**config.mk**
```make
export PLATFORM = sky130hd
export DESIGN_NAME = uart_rx_engine
export DESIGN_NICKNAME = d
export VERILOG_FILES = /design/src/rtl/uart_rx_pkg.sv /design/src/rtl/urx_cfg_regs.sv /design/src/rtl/urx_tick_gen.sv /design/src/rtl/urx_frame_fsm.sv /design/src/rtl/urx_holding.sv /design/src/rtl/uart_rx_engine.sv
export SDC_FILE = /design/constraint.sdc
export NUM_CORES = 1
export LEC_CHECK = 0
export CORE_MARGIN = 2
export CORE_UTILIZATION = 62
export CTS_CLUSTER_DIAMETER = 80
export DETAILED_ROUTE_END_ITERATION = 6
export GPL_ROUTABILITY_DRIVEN = 0
export PLACE_DENSITY = 0.9
export SLEW_MARGIN = 20
export SYNTH_ARGS = -nofsm -noshare
export SYNTH_HDL_FRONTEND = slang
export SYNTH_SLANG_ARGS = --single-unit
```
**constraint.sdc**
```tcl
create_clock -name clk -period 3.43 [get_ports clk]
set_input_delay 0.686 -clock clk [delete_from_list [all_inputs] [get_ports clk]]
set_output_delay 0.686 -clock clk [all_outputs]
set_load 0.02 [all_outputs]
```
**src/rtl/uart_rx_pkg.sv**
```systemverilog
// Package: shared types and constants for the UART receiver engine.
// Assumes the character length never exceeds RX_DATA_MAX bits.
package uart_rx_pkg;

    localparam int RX_DATA_MAX = 9;
    localparam int RX_CNT_W    = $clog2(RX_DATA_MAX + 1);
    localparam int RX_CFG_W    = 7;

    typedef enum logic [2:0] {
        ST_IDLE,
        ST_START,
        ST_DATA,
        ST_PAR,
        ST_STOP1,
        ST_STOP2
    } rx_state_t;

    // Control register layout, most significant field first.
    typedef struct packed {
        logic       rts_fn;
        logic       rx_en;
        logic       two_stop;
        logic       par_odd;
        logic       par_en;
        logic [1:0] len_code;
    } rx_cfg_t;

    // Maps the length code to a number of data bits.
    function automatic logic [RX_CNT_W-1:0] len_to_bits(input logic [1:0] code);
        case (code)
            2'd0:    return RX_CNT_W'(7);
            2'd2:    return RX_CNT_W'(9);
            default: return RX_CNT_W'(8);
        endcase
    endfunction

endpackage

```
**src/rtl/urx_cfg_regs.sv**
```systemverilog
// Module: configuration registers (control and divisor).
// Assumes the write data width is at least the control register width.
module urx_cfg_regs
    import uart_rx_pkg::*;
#(
    parameter int DIV_W = 8
) (
    input  logic             clk,
    input  logic             rst_n,
    input  logic             cfg_we,
    input  logic             cfg_sel,
    input  logic [DIV_W-1:0] cfg_wdata,
    output rx_cfg_t          cfg,
    output logic [DIV_W-1:0] div
);

    // Capture configuration writes into the selected register.
    always_ff @(posedge clk) begin
        if (!rst_n) begin
            cfg <= '0;
            div <= '0;
        end else if (cfg_we) begin
            if (cfg_sel) div <= cfg_wdata;
            else         cfg <= rx_cfg_t'(cfg_wdata[RX_CFG_W-1:0]);
        end
    end

endmodule

```
**src/rtl/urx_tick_gen.sv**
```systemverilog
// Module: oversample clock enable, one pulse every div+1 clocks.
// Assumes div may change at any time; the counter wraps at the new limit.
module urx_tick_gen #(
    parameter int DIV_W = 8
) (
    input  logic             clk,
    input  logic             rst_n,
    input  logic [DIV_W-1:0] div,
    output logic             tick
);

    logic [DIV_W-1:0] cnt;

    // Count clocks and pulse tick when the divisor limit is reached.
    always_ff @(posedge clk) begin
        if (!rst_n) begin
            cnt  <= '0;
            tick <= 1'b0;
        end else if (cnt >= div) begin
            cnt  <= '0;
            tick <= 1'b1;
        end else begin
            cnt  <= cnt + 1'b1;
            tick <= 1'b0;
        end
    end

endmodule

```
**src/rtl/urx_frame_fsm.sv**
```systemverilog
// Module: serial frame receiver. Synchronises the line, confirms the
// start bit at mid-bit, samples each bit at its centre, and hands a
// finished character with its error status to the holding stage.
// Assumes the format fields are stable while a frame is in progress.
module urx_frame_fsm
    import uart_rx_pkg::*;
#(
    parameter int OS_RATE     = 16,
    parameter int SYNC_STAGES = 2
) (
    input  logic                   clk,
    input  logic                   rst_n,
    input  logic                   tick,
    input  logic                   rxd,
    input  logic                   rx_en,
    input  logic [1:0]             len_code,
    input  logic                   par_en,
    input  logic                   par_odd,
    input  logic                   two_stop,
    input  logic                   hold_full,
    output logic                   done,
    output logic [RX_DATA_MAX-1:0] done_data,
    output logic                   done_fe,
    output logic                   done_pe,
    output logic                   done_ovr
);

    localparam int          OS_W    = $clog2(OS_RATE);
    localparam logic [OS_W-1:0] OS_MID  = OS_W'(OS_RATE / 2 - 1);
    localparam logic [OS_W-1:0] OS_LAST = OS_W'(OS_RATE - 1);

    logic [SYNC_STAGES-1:0] sync_q;
    logic                   rxs;
    rx_state_t              state;
    logic [OS_W-1:0]        os;
    logic [RX_CNT_W-1:0]    bit_cnt;
    logic [RX_CNT_W-1:0]    last_idx;
    logic [RX_CNT_W-1:0]    align_sh;
    logic [RX_DATA_MAX-1:0] shreg;
    logic                   par_acc;
    logic                   fe_acc;
    logic                   ovr_pend;
    logic                   finish_now;

    assign rxs      = sync_q[SYNC_STAGES-1];
    assign last_idx = len_to_bits(len_code) - 1'b1;
    assign align_sh = RX_CNT_W'(RX_DATA_MAX) - len_to_bits(len_code);

    // Marks the centre sample of the final stop bit.
    always_comb begin
        finish_now = tick && rx_en && (os == OS_LAST) &&
                     (((state == ST_STOP1) && !two_stop) || (state == ST_STOP2));
    end

    // Bring the asynchronous line into the clock domain.
    always_ff @(posedge clk) begin
        if (!rst_n) sync_q <= '1;
        else        sync_q <= {sync_q[SYNC_STAGES-2:0], rxd};
    end

    // Frame state machine: start check, bit sampling, completion.
    always_ff @(posedge clk) begin
        if (!rst_n) begin
            state     <= ST_IDLE;
            os        <= '0;
            bit_cnt   <= '0;
            shreg     <= '0;
            par_acc   <= 1'b0;
            fe_acc    <= 1'b0;
            ovr_pend  <= 1'b0;
            done      <= 1'b0;
            done_data <= '0;
            done_fe   <= 1'b0;
            done_pe   <= 1'b0;
            done_ovr  <= 1'b0;
        end else begin
            done <= 1'b0;
            if (!rx_en) begin
                state <= ST_IDLE;
                os    <= '0;
            end else if (tick) begin
                case (state)
                    ST_IDLE: begin
                        if (!rxs) begin
                            state <= ST_START;
                            os    <= '0;
                        end
                    end
                    ST_START: begin
                        if (os == OS_MID) begin
                            os <= '0;
                            if (rxs) begin
                                state <= ST_IDLE;
                            end else begin
                                state    <= ST_DATA;
                                bit_cnt  <= '0;
                                par_acc  <= 1'b0;
                                fe_acc   <= 1'b0;
                                ovr_pend <= 1'b0;
                            end
                        end else begin
                            os <= os + 1'b1;
                        end
                    end
                    default: begin
                        if (os == OS_LAST) begin
                            os <= '0;
                            case (state)
                                ST_DATA: begin
                                    shreg   <= {rxs, shreg[RX_DATA_MAX-1:1]};
                                    par_acc <= par_acc ^ rxs;
                                    bit_cnt <= bit_cnt + 1'b1;
                                    if (bit_cnt == last_idx) begin
                                        if (par_en) begin
                                            state <= ST_PAR;
                                        end else begin
                                            state <= ST_STOP1;
                                            if (!two_stop) ovr_pend <= hold_full;
                                        end
                                    end
                                end
                                ST_PAR: begin
                                    par_acc <= par_acc ^ rxs;
                                    state   <= ST_STOP1;
                                    if (!two_stop) ovr_pend <= hold_full;
                                end
                                ST_STOP1: begin
                                    if (two_stop) begin
                                        fe_acc   <= !rxs;
                                        ovr_pend <= hold_full;
                                        state    <= ST_STOP2;
                                    end
                                end
                                default: ;
                            endcase
                        end else begin
                            os <= os + 1'b1;
                        end
                    end
                endcase
                if (finish_now) begin
                    state     <= ST_IDLE;
                    done      <= 1'b1;
                    done_data <= shreg >> align_sh;
                    done_fe   <= fe_acc | !rxs;
                    done_pe   <= par_en && (par_acc != par_odd);
                    done_ovr  <= ovr_pend;
                end
            end
        end
    end

endmodule

```
**src/rtl/urx_holding.sv**
```systemverilog
// Module: one-entry holding buffer with error flags, interrupt pulse
// and receive-request output.
// Assumes done pulses for one clock; a transfer outranks a read in
// the same clock.
module urx_holding
    import uart_rx_pkg::*;
(
    input  logic                   clk,
    input  logic                   rst_n,
    input  logic                   done,
    input  logic [RX_DATA_MAX-1:0] done_data,
    input  logic                   done_fe,
    input  logic                   done_pe,
    input  logic                   done_ovr,
    input  logic                   rd_strobe,
    input  logic                   rx_en,
    input  logic                   rts_fn,
    output logic [RX_DATA_MAX-1:0] rx_data,
    output logic                   rx_full,
    output logic                   err_overrun,
    output logic                   err_frame,
    output logic                   err_parity,
    output logic                   err_sum,
    output logic                   rx_irq,
    output logic                   rts_n
);

    // Buffer load, flag latching, read clearing and interrupt pulse.
    always_ff @(posedge clk) begin
        if (!rst_n) begin
            rx_data     <= '0;
            rx_full     <= 1'b0;
            err_overrun <= 1'b0;
            err_frame   <= 1'b0;
            err_parity  <= 1'b0;
            rx_irq      <= 1'b0;
        end else begin
            rx_irq <= 1'b0;
            if (rd_strobe) begin
                rx_full     <= 1'b0;
                err_overrun <= 1'b0;
                err_frame   <= 1'b0;
                err_parity  <= 1'b0;
            end
            if (done) begin
                if (done_ovr) begin
                    err_overrun <= 1'b1;
                end else begin
                    rx_data    <= done_data;
                    rx_full    <= 1'b1;
                    err_frame  <= done_fe;
                    err_parity <= done_pe;
                    rx_irq     <= 1'b1;
                end
            end
        end
    end

    // Combined error flag and receive-request output.
    always_comb begin
        err_sum = err_overrun | err_frame | err_parity;
        rts_n   = rts_fn ? !(rx_en && !rx_full) : 1'b1;
    end

endmodule

```
**src/rtl/uart_rx_engine.sv**
```systemverilog
// Module: top of the UART receiver engine. Wires the configuration
// registers, oversample tick generator, frame receiver and holding
// buffer together.
// Assumes rxd idles high and rd_strobe lasts one clock per read.
module uart_rx_engine
    import uart_rx_pkg::*;
#(
    parameter int DIV_W       = 8,
    parameter int OS_RATE     = 16,
    parameter int SYNC_STAGES = 2
) (
    input  logic                   clk,
    input  logic                   rst_n,
    input  logic                   cfg_we,
    input  logic                   cfg_sel,
    input  logic [DIV_W-1:0]       cfg_wdata,
    input  logic                   rxd,
    input  logic                   rd_strobe,
    output logic [RX_DATA_MAX-1:0] rx_data,
    output logic                   rx_full,
    output logic                   err_overrun,
    output logic                   err_frame,
    output logic                   err_parity,
    output logic                   err_sum,
    output logic                   rx_irq,
    output logic                   rts_n
);

    rx_cfg_t                cfg;
    logic [DIV_W-1:0]       div;
    logic                   tick;
    logic                   done;
    logic [RX_DATA_MAX-1:0] done_data;
    logic                   done_fe;
    logic                   done_pe;
    logic                   done_ovr;

    urx_cfg_regs #(.DIV_W(DIV_W)) u_cfg (
        .clk       (clk),
        .rst_n     (rst_n),
        .cfg_we    (cfg_we),
        .cfg_sel   (cfg_sel),
        .cfg_wdata (cfg_wdata),
        .cfg       (cfg),
        .div       (div)
    );

    urx_tick_gen #(.DIV_W(DIV_W)) u_tick (
        .clk   (clk),
        .rst_n (rst_n),
        .div   (div),
        .tick  (tick)
    );

    urx_frame_fsm #(.OS_RATE(OS_RATE), .SYNC_STAGES(SYNC_STAGES)) u_fsm (
        .clk       (clk),
        .rst_n     (rst_n),
        .tick      (tick),
        .rxd       (rxd),
        .rx_en     (cfg.rx_en),
        .len_code  (cfg.len_code),
        .par_en    (cfg.par_en),
        .par_odd   (cfg.par_odd),
        .two_stop  (cfg.two_stop),
        .hold_full (rx_full),
        .done      (done),
        .done_data (done_data),
        .done_fe   (done_fe),
        .done_pe   (done_pe),
        .done_ovr  (done_ovr)
    );

    urx_holding u_hold (
        .clk         (clk),
        .rst_n       (rst_n),
        .done        (done),
        .done_data   (done_data),
        .done_fe     (done_fe),
        .done_pe     (done_pe),
        .done_ovr    (done_ovr),
        .rd_strobe   (rd_strobe),
        .rx_en       (cfg.rx_en),
        .rts_fn      (cfg.rts_fn),
        .rx_data     (rx_data),
        .rx_full     (rx_full),
        .err_overrun (err_overrun),
        .err_frame   (err_frame),
        .err_parity  (err_parity),
        .err_sum     (err_sum),
        .rx_irq      (rx_irq),
        .rts_n       (rts_n)
    );

endmodule

```
# == After elaboration in Yosys (flattened, before gate mapping) ==
# Cells that the tools add are included.
# totals
reg_bits,76
input_bits,14
output_inout_bits,16
word_cells,153
# op_classes
add_sub_neg,5
n_lt_le_gt_ge,1
n_eq_ne,20
shift,1
mux,51
bitwise_logic,9
n_reduce_logical,38
# ops
op,count
2-to-1 mux 1 bit,28
2-to-1 mux 4 bit,6
one-hot mux 4 bit (2 select lines),3
2-to-1 mux 3 bit,7
AND reduction 7 bit,3
AND reduction 2 bit,6
AND reduction 10 bit,1
nonzero test 2 bit,5
one-hot mux 3 bit (3 select lines),1
>> shifter 9 x 4 -> 9 bit,1
"adder 4 x 1 -> 4 bit, second input constant",2
"adder 8 x 1 -> 8 bit, second input constant",1
greater-or-equal comparator 8 bit,1
AND reduction 8 bit,1
nonzero test 4 bit,2
"== test 3 x 2 -> 1 bit, second input constant",2
"== test 3 bit, second input constant",2
logical AND 1 bit,6
"inequality test 3 x 1 -> 1 bit, second input constant",2
"inequality test 3 bit, second input constant",2
one-hot mux 1 bit (2 select lines),3
one-hot mux 3 bit (2 select lines),1
AND reduction 3 bit,2
nonzero test 6 bit,1
other kinds (24),36

# == Depth between registers and ports, before layout ==
# Gate-level depths: netlist of the first run.
# logic_depth
ltp_word,9
depth_mapped,8
depth_no_buf,7

# == By module ==
# From an unflattened synthesis of the first run, not the netlist that was laid out.
# hier_totals
cells_unflattened,430
hier_area_um2,3754.9
# by_module_without_submodules
mod,n_inst,cells_each,area_each_um2
urx_frame_fsm,1,251,2023.2
urx_cfg_regs,1,59,591.8
urx_holding,1,60,581.8
urx_tick_gen,1,60,558.0

# == Worst setup path after synthesis of the first run ==
# Ideal clock, no wire load.
# synth_path
path_kind,flip-flop to flip-flop
startpoint,register u_fsm.os[0]
endpoint,register u_fsm.bit_cnt[2]
setup_time_ps,70
t_arrival_ps,1823
slack_ps,1537
stages_incl_launch_ff,7
synth_period_minus_slack_ps,1893
path_cell_list,dfxtp_1 -> ha_1 -> nand4_4 -> or4_1 -> clkbuf_1 -> or3b_1 -> a21boi_1
# synth_via
elab_chain_cells,3
word_cells_on_any_way,5
classes_between,3 x eq/ne; 2 x reduce/logical
# synth_lines
item,line,rtl
start: declaration,urx_frame_fsm.sv:35,logic [OS_W-1:0] os;
start signal: assignment,urx_frame_fsm.sv:102,os <= os + 1'b1;
start signal: assignment,urx_frame_fsm.sv:137,os <= os + 1'b1;
== test 4 x 3 -> 1 bit / == test 4 bit (equally long branches),"urx_frame_fsm.sv:90, urx_frame_fsm.sv:106",
inequality test 2 x 1 -> 1 bit (no line) / nonzero test 2 bit (equally long branches),n/a,
AND reduction 7 bit (no line) (*),n/a,
end signal: assignment,urx_frame_fsm.sv:112,bit_cnt <= bit_cnt + 1'b1;
end: declaration,urx_frame_fsm.sv:36,logic [RX_CNT_W-1:0] bit_cnt;
# Mark *: on every way between the ends. The rest lies on a longest branch, timed or not.
# A chain may end at the register's enable or synchronous reset.

# == Worst setup path after layout of the first run ==
# Ends and elaborated chain as after synthesis.

==> reports/metrics.csv, run 1 <==
stage,metric,value,unit
detailed_routing,avgViaCountPerCell,5.76,
global_routing,grt_pass1_wl,12500,um
detailed_routing,drc,0,
layout,nets,466,
sta,setup_tns,0,ns
power_and_ir_drop,p_per_area,442,nW/um^2
sta,whs,0.417,ns
power_and_ir_drop,p_clk_frac,0.450,
power_and_ir_drop,p_leak,0.00158,uW
clocking,numCtsBuffers,9,
clocking,tritoncts,done,
logic_synthesis,synth_fp_nets,450,
placement,dpl_cell_area,3930,um^2
logic_synthesis,synth_area_leader_cell,dfxtp_1,
power_and_ir_drop,switching_share,0.215,
sta,max_freq,429,MHz
hold_path,hold_depth,1,
layout,area_growth,15.1,%
global_routing,grt_overflow,0,
die,ioPinCount,30,
hold_path,hold_class,flip-flop to flip-flop,
worst_setup_path,arrival,2.61,ns
logic_synthesis,synthXorXnorAreaFrac,0.0193,
logic_synthesis,synth_warnings,0,
worst_setup_path,critPathMaxFanout,12,
die,die_x,80.5,um
die,core_area,5570,um^2
layout,final_common_cell,dfxtp_1,
logic_synthesis,synthTopCellsByArea,"dfxtp_1 42%, nand2_1 7.8%, mux2i_1 7.5%",
clocking,clkSlewWorstSetupHoldPaths,0.08,ns
detailed_routing,wl_per_cell,14.2,um
worst_setup_path,crit_path_top_delay_cell,or4_1,
clocking,cts_buffer_depth,2,
hold_path,min_to,u_fsm.sync_q[1],
sta,setup_viol,0,
placement,dp_cells,502,
layout,diodes,0,
logic_synthesis,syn_area_per_cell,8.53,um^2
global_routing,grt_pass1_vias,2818,
sta,rsz0062_at_grt,no,
clocking,cts_setup_buffers,0,
logic_synthesis,synth_area,3630,um^2
global_routing,grt.total_usage,0.251,
worst_setup_path,critPathKind,flip-flop to flip-flop,
logic_synthesis,synth_compound_area_frac,0.163,
global_routing,grt_start_max_net_pins,23,
logic_synthesis,yosys-mux-area-fraction,0.0745,
worst_setup_path,critPathMaxStageDelay,0.81,ns
die,die-area,6480,um^2
worst_setup_path,cp-start-kind,flip-flop,
logic_synthesis,synthFlopType,dfxtp_1,
worst_setup_path,r2r_end,u_fsm.bit_cnt[2],
clocking,hold_buffers,0,
worst_setup_path,cp-end-kind,flip-flop,
sta,worst_pin_slew,0.869,ns
worst_setup_path,r2r_cells,5,
sta,slew_violations,0,
logic_synthesis,netlist_instances,425,
sta,slew_headroom,0.411,
detailed_routing,drtIter0Drc,184,
logic_synthesis,yosys.area_share.simple,0.243,
layout,layout_common_cells,"76 x dfxtp_1, 75 x nand2_1, 29 x a21boi_0, 29 x clkdlybuf4s50_1, 27 x mux2i_1",
layout,stdcell_count,518,
run_status,status,"finished, final reports clean",
placement,port_buffers,29,
worst_setup_path,reg2reg_from,u_fsm.os[0],
clocking,clock_sinks,76,
logic_synthesis,ys_seq_area_frac,0.419,
global_routing,antenna_found_initial,0,
power_and_ir_drop,pwr-share-comb,0.053,
sta,hold_viol,0,
placement,dp_hpwl,5240,um
logic_synthesis,ys_ff_latch,76,
worst_setup_path,r2r_slack,1.10,ns
power_and_ir_drop,power.internal,1450,uW
logic_synthesis,synth_top_area_share,0.419,
sta,finClkSkew,0.00575,ns
logic_synthesis,async_flop_share,0,
job,maxCapViolations,0,
clocking,htreeDepth,3,
logic_synthesis,synth-edff-count,0,
detailed_routing,dr.pass1.iters,4,
die,initial_core_util,0.651,
detailed_routing,routed_wirelength,7360,um
clocking,clk_latency,0.35,ns
logic_synthesis,synth_top_family_by_area,simple AND/OR/NAND/NOR gates,
worst_setup_path,startpoint,u_fsm.os[0],
clocking,cts_resized,0,
power_and_ir_drop,pwr-share-seq,0.497,
power_and_ir_drop,peakVddDrop,0.000286,V
layout,fin_area,4180,um^2
worst_setup_path,crit_chain,"ha_1, nand4_4, or4_1, or3b_1, a21boi_1",
layout,final_layout_size_suffix_gt1_frac,0.0493,
sta,fin_crit,2.33,ns
worst_setup_path,required,3.71,ns
clocking,clock-root-buffer,clkbuf_8,
die,rows,27,
hold_path,min_from,u_fsm.sync_q[0],
logic_synthesis,synth_fa_ha_area_frac,0.0379,
detailed_routing,ant_nets,0,
die,die_h,80.5,um
logic_synthesis,ys_types,47,
sta,period_share,0.680,
detailed_routing,vias,2985,
power_and_ir_drop,p_sw,396,uW
layout,fillCellCount,419,
how the worst max path moves through the flow:
| stage | endpoint | slack, ns | depth (start not counted) |
|---|---|---|---|
| floorplan | u_fsm.bit_cnt[2] | 1.54 | 6 |
| global placement | u_fsm.bit_cnt[2] | 1.23 | 5 |
| detailed placement | u_fsm.bit_cnt[2] | 1.13 | 5 |
| CTS | u_fsm.bit_cnt[2] | 1.12 | 5 |
| global route | u_fsm.bit_cnt[2] | 0.99 | 5 |
| finish | u_fsm.bit_cnt[2] | 1.10 | 5 |
Yosys cell counts (2+ instances only):
library cell / instances
nand4_1: 5
and2_1: 4
or4b_1: 2
xnor2_1: 5
a211oi_1: 3
or4_1: 2
nand3b_1: 3
a31oi_1: 2
nand2b_1: 6
nor3b_1: 2
nor2_1: 15
xor2_1: 3
clkbuf_1: 23
o211a_1: 2
nor4_1: 2
ha_1: 11
a22oi_1: 2
dfxtp_1: 76
and3_1: 4
or3_1: 3
a21oi_1: 19
a21boi_0: 29
a2111oi_0: 2
o21ai_0: 15
nor3_1: 5
inv_1: 12
o31ai_1: 2
buf_1: 2
nor2b_1: 26
nand3_1: 18
nand2_1: 75
mux2i_1: 27
buf_2: 2
a21o_1: 3
per-stage QoR:
stage | power, uW | setup slack [ns] | util
2_1_floorplan | 999 | 1.54 | -
3_3_place_gp | 1030 | 1.23 | 0.704
3_5_place_dp | 1030 | 1.13 | 0.704
4_1_cts | 1860 | 1.12 | 0.749
5_1_grt | 1910 | 0.986 | 0.749
6_report | 1850 | 1.10 | 0.749
flip-flops by register name, indices dropped and copies added (netlist names), 2 cells and up:
register / flops
u_cfg.cfg: 7
u_fsm.os: 4
u_fsm.state: 3
u_fsm.done_data: 9
u_fsm.shreg: 9
u_cfg.div: 8
u_tick.cnt: 8
u_fsm.bit_cnt: 4
u_hold.rx_data: 9
u_fsm.sync_q: 2
worst max-delay path, delay by kind of cell, from the launching register on:
family / cells / cell delay (ns)
AOI/OAI and AO/OA: 1 / 0.14
and+or+nand+nor: 3 / 1.45
adders and majority gates: 1 / 0.28
DFF: 1 / 0.39
cell families after synthesis:
group                      count (synthesis)
adders and majority gates                 11
DFF                                       76
buffers and inverters                     40
and+or+nand+nor                          175
AOI/OAI and AO/OA                         88
xor gates and xnor gates                   8
muxes                                     27
area by class of cell:
cell class	instances	area (um^2)	area share
Clock inverter	6	111	0.0267
Tap cell	72	90.1	0.0216
Timing Repair Buffer	33	320	0.0767
Multi-Input combinational cell	309	1950	0.467
Inverter	12	45.0	0.0108
Clock buffer	10	138	0.0330
Sequential cell	76	1520	0.364
routing by layer:
metal,vias to the layer above,GRT usage,routed length (um)
met5,-,0,0
met4,0,0.0932,124
met3,13,0.0652,451
met2,92,0.448,3690
met1,1374,0.286,3090
li1,1506,-,-
power by group through the flow:
stage               logic [uW]  clock network, uW  registers [uW]
finish                    97.6                831             917
global route               108                881             920
CTS                       97.7                843             917
detailed placement        96.4                  0             937
global placement          92.1                  0             937
floorplan                 75.2                  0             924
(Power assumes the default switching activity.)
==> run 2, diff against run 1 <==
--- a/config.mk
+++ b/config.mk
@@ -6,11 +6,11 @@
 export NUM_CORES = 1
 export LEC_CHECK = 0
 export CORE_MARGIN = 2
-export CORE_UTILIZATION = 62
+export CORE_UTILIZATION = 52
 export CTS_CLUSTER_DIAMETER = 80
 export DETAILED_ROUTE_END_ITERATION = 6
 export GPL_ROUTABILITY_DRIVEN = 0
-export PLACE_DENSITY = 0.9
+export PLACE_DENSITY = 0.82
 export SLEW_MARGIN = 20
 export SYNTH_ARGS = -nofsm -noshare
 export SYNTH_HDL_FRONTEND = slang
==> constraint.sdc (replaced) <==
create_clock -name clk -period 2 [get_ports clk]
set_input_delay 0.4 -clock clk [delete_from_list [all_inputs] [get_ports clk]]
set_output_delay 0.4 -clock clk [all_outputs]
set_load 0.02 [all_outputs]
==> run 2 against run 1 <==
  * Flip-flop and latch count stayed put
  * Non-clock buffer count is 18 higher
  * Largest power group unchanged
  * Fmax is 24% higher
==> reports/metrics.csv, run 2 (synthesis gave the netlist of run 1 again) <==
stage,metric,value,unit,change
sta,worst_pin_slew,0.614,ns,-0.255 ns
sta,setup_viol,0,,unchanged
worst_setup_path,r2r_slack,0.12,ns,-0.98 ns
clocking,hold_buffers,0,,unchanged
detailed_routing,ant_nets,0,,unchanged
sta,fin_crit,1.88,ns,-0.450 ns
sta,setup_tns,0,ns,unchanged
global_routing,grt_overflow,0,,unchanged
hold_path,min_from,u_fsm.sync_q[0],,
layout,fin_area,4300,um^2,+3.0%
detailed_routing,vias,3057,,+2.4%
job,maxCapViolations,0,,unchanged
worst_setup_path,r2r_end,u_fsm.bit_cnt[2],,
detailed_routing,drc,0,,unchanged
die,die-area,7660,um^2,+18%
layout,nets,484,,+3.9%
sta,rsz0062_at_grt,no,,
placement,dp_hpwl,5330,um,+1.7%
power_and_ir_drop,p_leak,0.00166,uW,+5.0%
die,core_area,6760,um^2,+21%
global_routing,grt_start_max_net_pins,21,,-8.7%
detailed_routing,routed_wirelength,7290,um,-0.95%
die,ioPinCount,30,,unchanged
hold_path,min_to,u_fsm.sync_q[1],,
die,rows,30,,+11%
clocking,tritoncts,done,,
detailed_routing,dr.pass1.iters,4,,unchanged
clocking,htreeDepth,3,,unchanged
layout,diodes,0,,unchanged
sta,period_share,0.941,,+0.261
placement,port_buffers,29,,unchanged
worst_setup_path,critPathKind,flip-flop to flip-flop,,
hold_path,hold_depth,1,,unchanged
worst_setup_path,reg2reg_from,u_fsm.os[0],,
worst_setup_path,critPathMaxFanout,4,,-8
die,initial_core_util,0.537,,-0.114
layout,final_layout_size_suffix_gt1_frac,0.0991,,+0.0498
layout,fillCellCount,573,,+37%
layout,layout_common_cells,"75 x nand2_1, 74 x dfxtp_1, 29 x a21boi_0",,
global_routing,grt_pass1_wl,12500,um,-0.17%
power_and_ir_drop,peakVddDrop,0.000474,V,+66%
worst_setup_path,r2r_cells,5,,unchanged
worst_setup_path,required,2.29,ns,-1.42 ns
clocking,clk_latency,0.35,ns,about the same
layout,final_common_cell,nand2_1,,
clocking,clock_sinks,76,,unchanged
run_status,status,"finished, final reports clean",,
detailed_routing,drtIter0Drc,178,,-3.3%
global_routing,grt_pass1_vias,2801,,-0.60%
sta,max_freq,531,MHz,+24%
detailed_routing,wl_per_cell,13.4,um,-5.7%
placement,dpl_cell_area,4070,um^2,+3.7%
sta,finClkSkew,0.00628,ns,+0.000539 ns
clocking,cts_buffer_depth,2,,unchanged
clocking,clkSlewWorstSetupHoldPaths,0.08,ns,about the same
clocking,cts_setup_buffers,0,,unchanged
clocking,clock-root-buffer,clkbuf_8,,
layout,area_growth,18.6,%,
power_and_ir_drop,p_per_area,674,nW/um^2,+52%
global_routing,antenna_found_initial,0,,unchanged
layout,reg.largest.list,"u_fsm.done_data (9), u_fsm.shreg (9), u_hold.rx_data (9)",,
layout,fin_util,0.636,,-0.113
die,die_h,87.5,um,+8.7%
sta,hold_viol,0,,unchanged
worst_setup_path,arrival,2.17,ns,-0.44 ns
sta,slew_headroom,0.580,,+0.168
worst_setup_path,cp-start-kind,flip-flop,,
clocking,numCtsBuffers,9,,unchanged
die,die_x,87.5,um,+8.7%
worst_setup_path,cp-end-kind,flip-flop,,
global_routing,grt.total_usage,0.206,,-0.0445
sta,slew_violations,0,,unchanged
hold_path,hold_class,flip-flop to flip-flop,,
detailed_routing,avgViaCountPerCell,5.62,,-2.5%
-- run 2: worst max path at each step --
stage | startpoint | to | slack [ns] | cells past startpoint
after floorplan | u_fsm.os[0] | u_fsm.bit_cnt[2] | 0.11 | 6
after global placement | u_fsm.state[2] | u_fsm.fe_acc | 0.10 | 5
after detailed placement | u_tick.cnt[0] | u_tick.cnt[6] | 0.002 | 7
after CTS | u_hold.err_frame | err_sum | 0.02 | 2
after global routing | u_fsm.os[0] | u_fsm.bit_cnt[2] | 0.02 | 5
final | u_fsm.os[0] | u_fsm.bit_cnt[2] | 0.12 | 5
-- run 2: stage by stage --
step	total power [uW]	instances	hold slack, ns	worst slack [ns]
3_3_place_gp	1780	528	0.389	0.103
2_1_floorplan	1710	425	0.386	0.107
4_1_cts	2920	544	0.423	0.0239
5_1_grt	3010	544	0.435	0.0164
6_report	2900	544	0.419	0.118
3_5_place_dp	1790	528	0.400	0.00156
-- run 2: final cells by class --
type	instances	area [um^2]	area share
Tap cell	80	100	0.0233
Timing Repair Buffer	51	460	0.107
Sequential cell	76	1520	0.354
Inverter	12	45.0	0.0105
Clock inverter	7	67.6	0.0157
Clock buffer	9	124	0.0288
Multi-Input combinational cell	309	1980	0.460
-- run 2: per-layer routing --
metal / vias to the layer above / wire length, um / global-route usage
li1: 1540 / - / -
met1: 1398 / 3300 / 0.253
met2: 106 / 3460 / 0.348
met3: 13 / 412 / 0.0550
met4: 0 / 115 / 0.0755
met5: - / 0 / 0
-- run 2: worst max-delay path, stage by stage, from the launching register on --
cell and delay [ns]:
dfxtp_1 0.42, ha_4 0.19, nand4_4 0.12, or4_1 0.54
or3b_1 0.40, a21boi_1 0.14
-- run 2: power by group --
group	internal (uW)	total (uW)	switching, uW
Clock	569	1140	569
Combinational	103	202	99.3
Sequential	1540	1560	22.2
Total	2210	2900	690
-- run 2: what timing repair did --
action	CTS	global route
endpoints found under the setup margin	5	24
resized for setup	1	9
pin swaps	0	0
==> run 3, diff against run 2 <==
--- a/config.mk
+++ b/config.mk
@@ -5,6 +5,7 @@
 export SDC_FILE = /design/constraint.sdc
 export NUM_CORES = 1
 export LEC_CHECK = 0
+export ABC_AREA = 1
 export CORE_MARGIN = 2
 export CORE_UTILIZATION = 52
 export CTS_CLUSTER_DIAMETER = 80
==> run 3 against run 2 <==
  * Routed wire length is 6.1% higher
  * Clock skew grew 0.0043 ns
  * Critical endpoint is now rts_n
  * Non-clock buffer count down 17
  * Sequential power barely moved
  * Synthesized cell count up 7.8%
  * Highest routed layer unchanged
  * Synthesized area decreased by 3.9%
==> reports/metrics.csv, run 3 <==
stage,metric,value,unit,change
run_status,status,"finished, final reports clean",,
logic_synthesis,async_flop_share,0,,unchanged
detailed_routing,ant_nets,0,,unchanged
sta,setup_ws,0.0987,ns,-0.0196 ns
clocking,clock_sinks,76,,unchanged
detailed_routing,avgViaCountPerCell,5.40,,-3.9%
sta,rsz0062_at_grt,no,,
layout,diodes,0,,unchanged
worst_setup_path,required,1.60,ns,-0.69 ns
job,maxCapViolations,0,,unchanged
worst_setup_path,crit_path_end,rts_n,,
clocking,clk_latency,0.36,ns,about the same
worst_setup_path,path_buf_inv,2,,+2
worst_setup_path,crit_chain,"inv_1, nand3_1, clkdlybuf4s50_1",,
detailed_routing,vias,3094,,+1.2%
sta,slew_violations,0,,unchanged
worst_setup_path,crit_path_top_delay_cell,clkdlybuf4s50_1,,
sta,setup_tns,0,ns,unchanged
logic_synthesis,synth_area,3480,um^2,-3.9%
power_and_ir_drop,power.internal,2210,uW,+0.26%
power_and_ir_drop,p_leak,0.00168,uW,+1.4%
power_and_ir_drop,p_clk_frac,0.389,,-0.003
logic_synthesis,synth_common_cells,"76 x dfxtp_1, 75 x nor2_1, 60 x nand2_1",,
sta,max_freq,526,MHz,-1.0%
layout,nets,516,,+6.6%
detailed_routing,routed_wirelength,7730,um,+6.1%
logic_synthesis,ys_types,42,,-11%
logic_synthesis,synth_warnings,0,,unchanged
clocking,cts_resized,0,,-1
power_and_ir_drop,pwr-share-seq,0.533,,-0.005
clocking,hold_buffers,0,,unchanged
sta,slew_headroom,0.685,,+0.105
worst_setup_path,r2r_slack,0.24,ns,+0.12 ns
worst_setup_path,reg2reg_from,u_fsm.os[0],,
sta,hold_viol,0,,unchanged
power_and_ir_drop,switching_share,0.252,,+0.0136
detailed_routing,drtIter0Drc,150,,-16%
clocking,clkSlewWorstSetupHoldPaths,0.08,ns,about the same
die,ioPinCount,30,,unchanged
logic_synthesis,synthFlopType,dfxtp_1,,
power_and_ir_drop,p_sw,745,uW,+7.9%
clocking,cts_buffer_depth,2,,unchanged
global_routing,grt_overflow,0,,unchanged
sta,finClkSkew,0.0106,ns,+0.00431 ns
logic_synthesis,synthTopCellsByArea,"dfxtp_1 44%, nor2_1 8.1%, o21ai_0 6.9%",,
global_routing,grt.total_usage,0.222,,+0.0156
logic_synthesis,synth_top_area_share,0.437,,+0.0172
worst_setup_path,startpoint,u_hold.rx_full,,
worst_setup_path,critPathMaxFanout,3,,-1
worst_setup_path,arrival,1.50,ns,-0.67 ns
layout,reg.largest.list,"u_fsm.done_data (9), u_fsm.shreg (9), u_hold.rx_data (9)",,
worst_setup_path,cp_top_family,buffers and inverters,,
global_routing,grt_pass1_vias,2962,,+5.7%
sta,fin_crit,1.90,ns,+0.0196 ns
power_and_ir_drop,p_per_area,730,nW/um^2,+8.4%
clocking,numCtsBuffers,9,,unchanged
logic_synthesis,netlist_instances,458,,+7.8%
logic_synthesis,yosysMostFrequentCell,dfxtp_1,,
global_routing,grt_pass1_wl,13000,um,+3.6%
layout,area_growth,16.3,%,
die,initial_core_util,0.543,,+0.00572
logic_synthesis,synth_area_leader_cell,dfxtp_1,,
power_and_ir_drop,p_total,2960,uW,+2.1%
hold_path,hold_class,flip-flop to flip-flop,,
layout,stdcell_count,573,,+5.3%
layout,final_common_cell,dfxtp_1,,
power_and_ir_drop,peakVddDrop,0.000576,V,+21%
sta,worst_pin_slew,0.470,ns,-0.144 ns
worst_setup_path,r2r_cells,9,,+4
sta,whs,0.427,ns,+0.00773 ns
logic_synthesis,synth-edff-count,0,,unchanged
global_routing,antenna_found_initial,0,,unchanged
clocking,tritoncts,done,,
placement,dp_cells,557,,+5.5%
worst_setup_path,cp-start-kind,flip-flop,,
layout,fillCellCount,551,,-3.8%
worst_setup_path,worstSetupPathDepth,3,,-2
detailed_routing,wl_per_cell,13.5,um,+0.75%
die,rows,29,,-3.3%
clocking,clock-root-buffer,clkbuf_8,,
logic_synthesis,synth_fp_nets,483,,+7.3%
worst_setup_path,critPathKind,flip-flop to primary output,,
logic_synthesis,syn_area_per_cell,7.61,um^2,-11%
clocking,cts_setup_buffers,0,,unchanged
sta,period_share,0.951,,+0.00979
placement,port_buffers,29,,unchanged
placement,post-place-ws,0.182,ns,+0.181 ns
die,die-area,7370,um^2,-3.8%
detailed_routing,drc,0,,unchanged
die,core_area,6420,um^2,-4.9%
worst_setup_path,cp-end-kind,primary output,,
worst_setup_path,r2r_end,u_fsm.state[2],,
worst_setup_path,critPathMaxStageDelay,0.60,ns,+0.06 ns
sta,setup_viol,0,,unchanged
clocking,htreeDepth,3,,unchanged
die,die_h,85.9,um,-1.9%
logic_synthesis,ys_seq_area_frac,0.437,,+0.0172
placement,dp_hpwl,5520,um,+3.5%
logic_synthesis,ys_ff_latch,76,,unchanged
layout,final_layout_size_suffix_gt1_frac,0.111,,+0.0117
layout,layout_common_cells,"76 x dfxtp_1, 75 x nor2_1, 60 x nand2_1",,
power_and_ir_drop,pwr-share-comb,0.078,,+0.008
detailed_routing,dr.pass1.iters,6,,+2
global_routing,grt_start_max_net_pins,46,,+120%
die,die_x,85.9,um,-1.9%
## run 3: changes by cell type in the layout (fill, tap and decap cells not counted), moves of 18 or more
cell / change
nor2_1: +60
o21ai_0: +33
inv_1: +32
a21boi_0: -29
mux2i_1: -27
nor2b_1: -26
buf_4: -18
## run 3: logic make-up after synthesis
group	Yosys count	synth area share
AO/OA/AOI/OAI	101	0.162
XOR/XNOR	10	0.0251
adder cells (fa/ha/maj)	11	0.0395
buffers and inverters	63	0.0725
flip-flops	76	0.437
AND/OR/NAND/NOR	197	0.264
## run 3: worst min-delay path by stage
stage	startpoint	endpoint	slack [ns]	depth (start not counted)
floorplan	u_fsm.sync_q[0]	u_fsm.sync_q[1]	0.39	1
global placement	u_fsm.sync_q[0]	u_fsm.sync_q[1]	0.40	1
detailed placement	u_fsm.sync_q[0]	u_fsm.sync_q[1]	0.41	1
CTS	u_fsm.sync_q[0]	u_fsm.sync_q[1]	0.43	1
global route	u_fsm.sync_q[0]	u_fsm.sync_q[1]	0.43	1
finish	u_fsm.sync_q[0]	u_fsm.sync_q[1]	0.43	1
## run 3: power groups by stage
stage	clock (uW)	sequential, uW	combinational (uW)
5_1_grt	1240	1580	260
2_1_floorplan	0	1600	153
3_3_place_gp	0	1610	218
4_1_cts	1180	1580	232
6_report	1150	1580	231
3_5_place_dp	0	1610	226
## run 3: layout make-up
| cell class | instances | area (um^2) | area share |
|---|---|---|---|
| clock buffers | 10 | 128 | 0.0315 |
| repair buffers | 34 | 340 | 0.0840 |
| flip-flops and latches | 76 | 1520 | 0.376 |
| multi-input cells | 319 | 1710 | 0.422 |
| inverters | 51 | 191 | 0.0473 |
| well taps | 77 | 96.3 | 0.0238 |
| clock inverters | 6 | 63.8 | 0.0158 |
## run 3: through the flow
step                      area [um^2]  utilization
after global routing             4050        0.631
final                            4050        0.631
after CTS                        4050        0.631
after detailed placement         3860        0.601
after global placement           3860        0.601
after floorplan                  3480            -
## run 3: routing by layer
layer,global-route usage,routed length (um)
met5,0,0
met4,0.0952,110
met3,0.0568,318
met2,0.384,3870
met1,0.259,3430
## run 3: worst reg2reg max path, stage by stage (launching register included)
cell     delay [ns]
dfxtp_1        0.37
ha_1           0.23
nand3_1        0.15
nor2_2         0.18
nand2_2        0.13
inv_2          0.25
or2_0          0.16
nand3_1        0.08
nand2_1        0.07
nor2_1         0.04
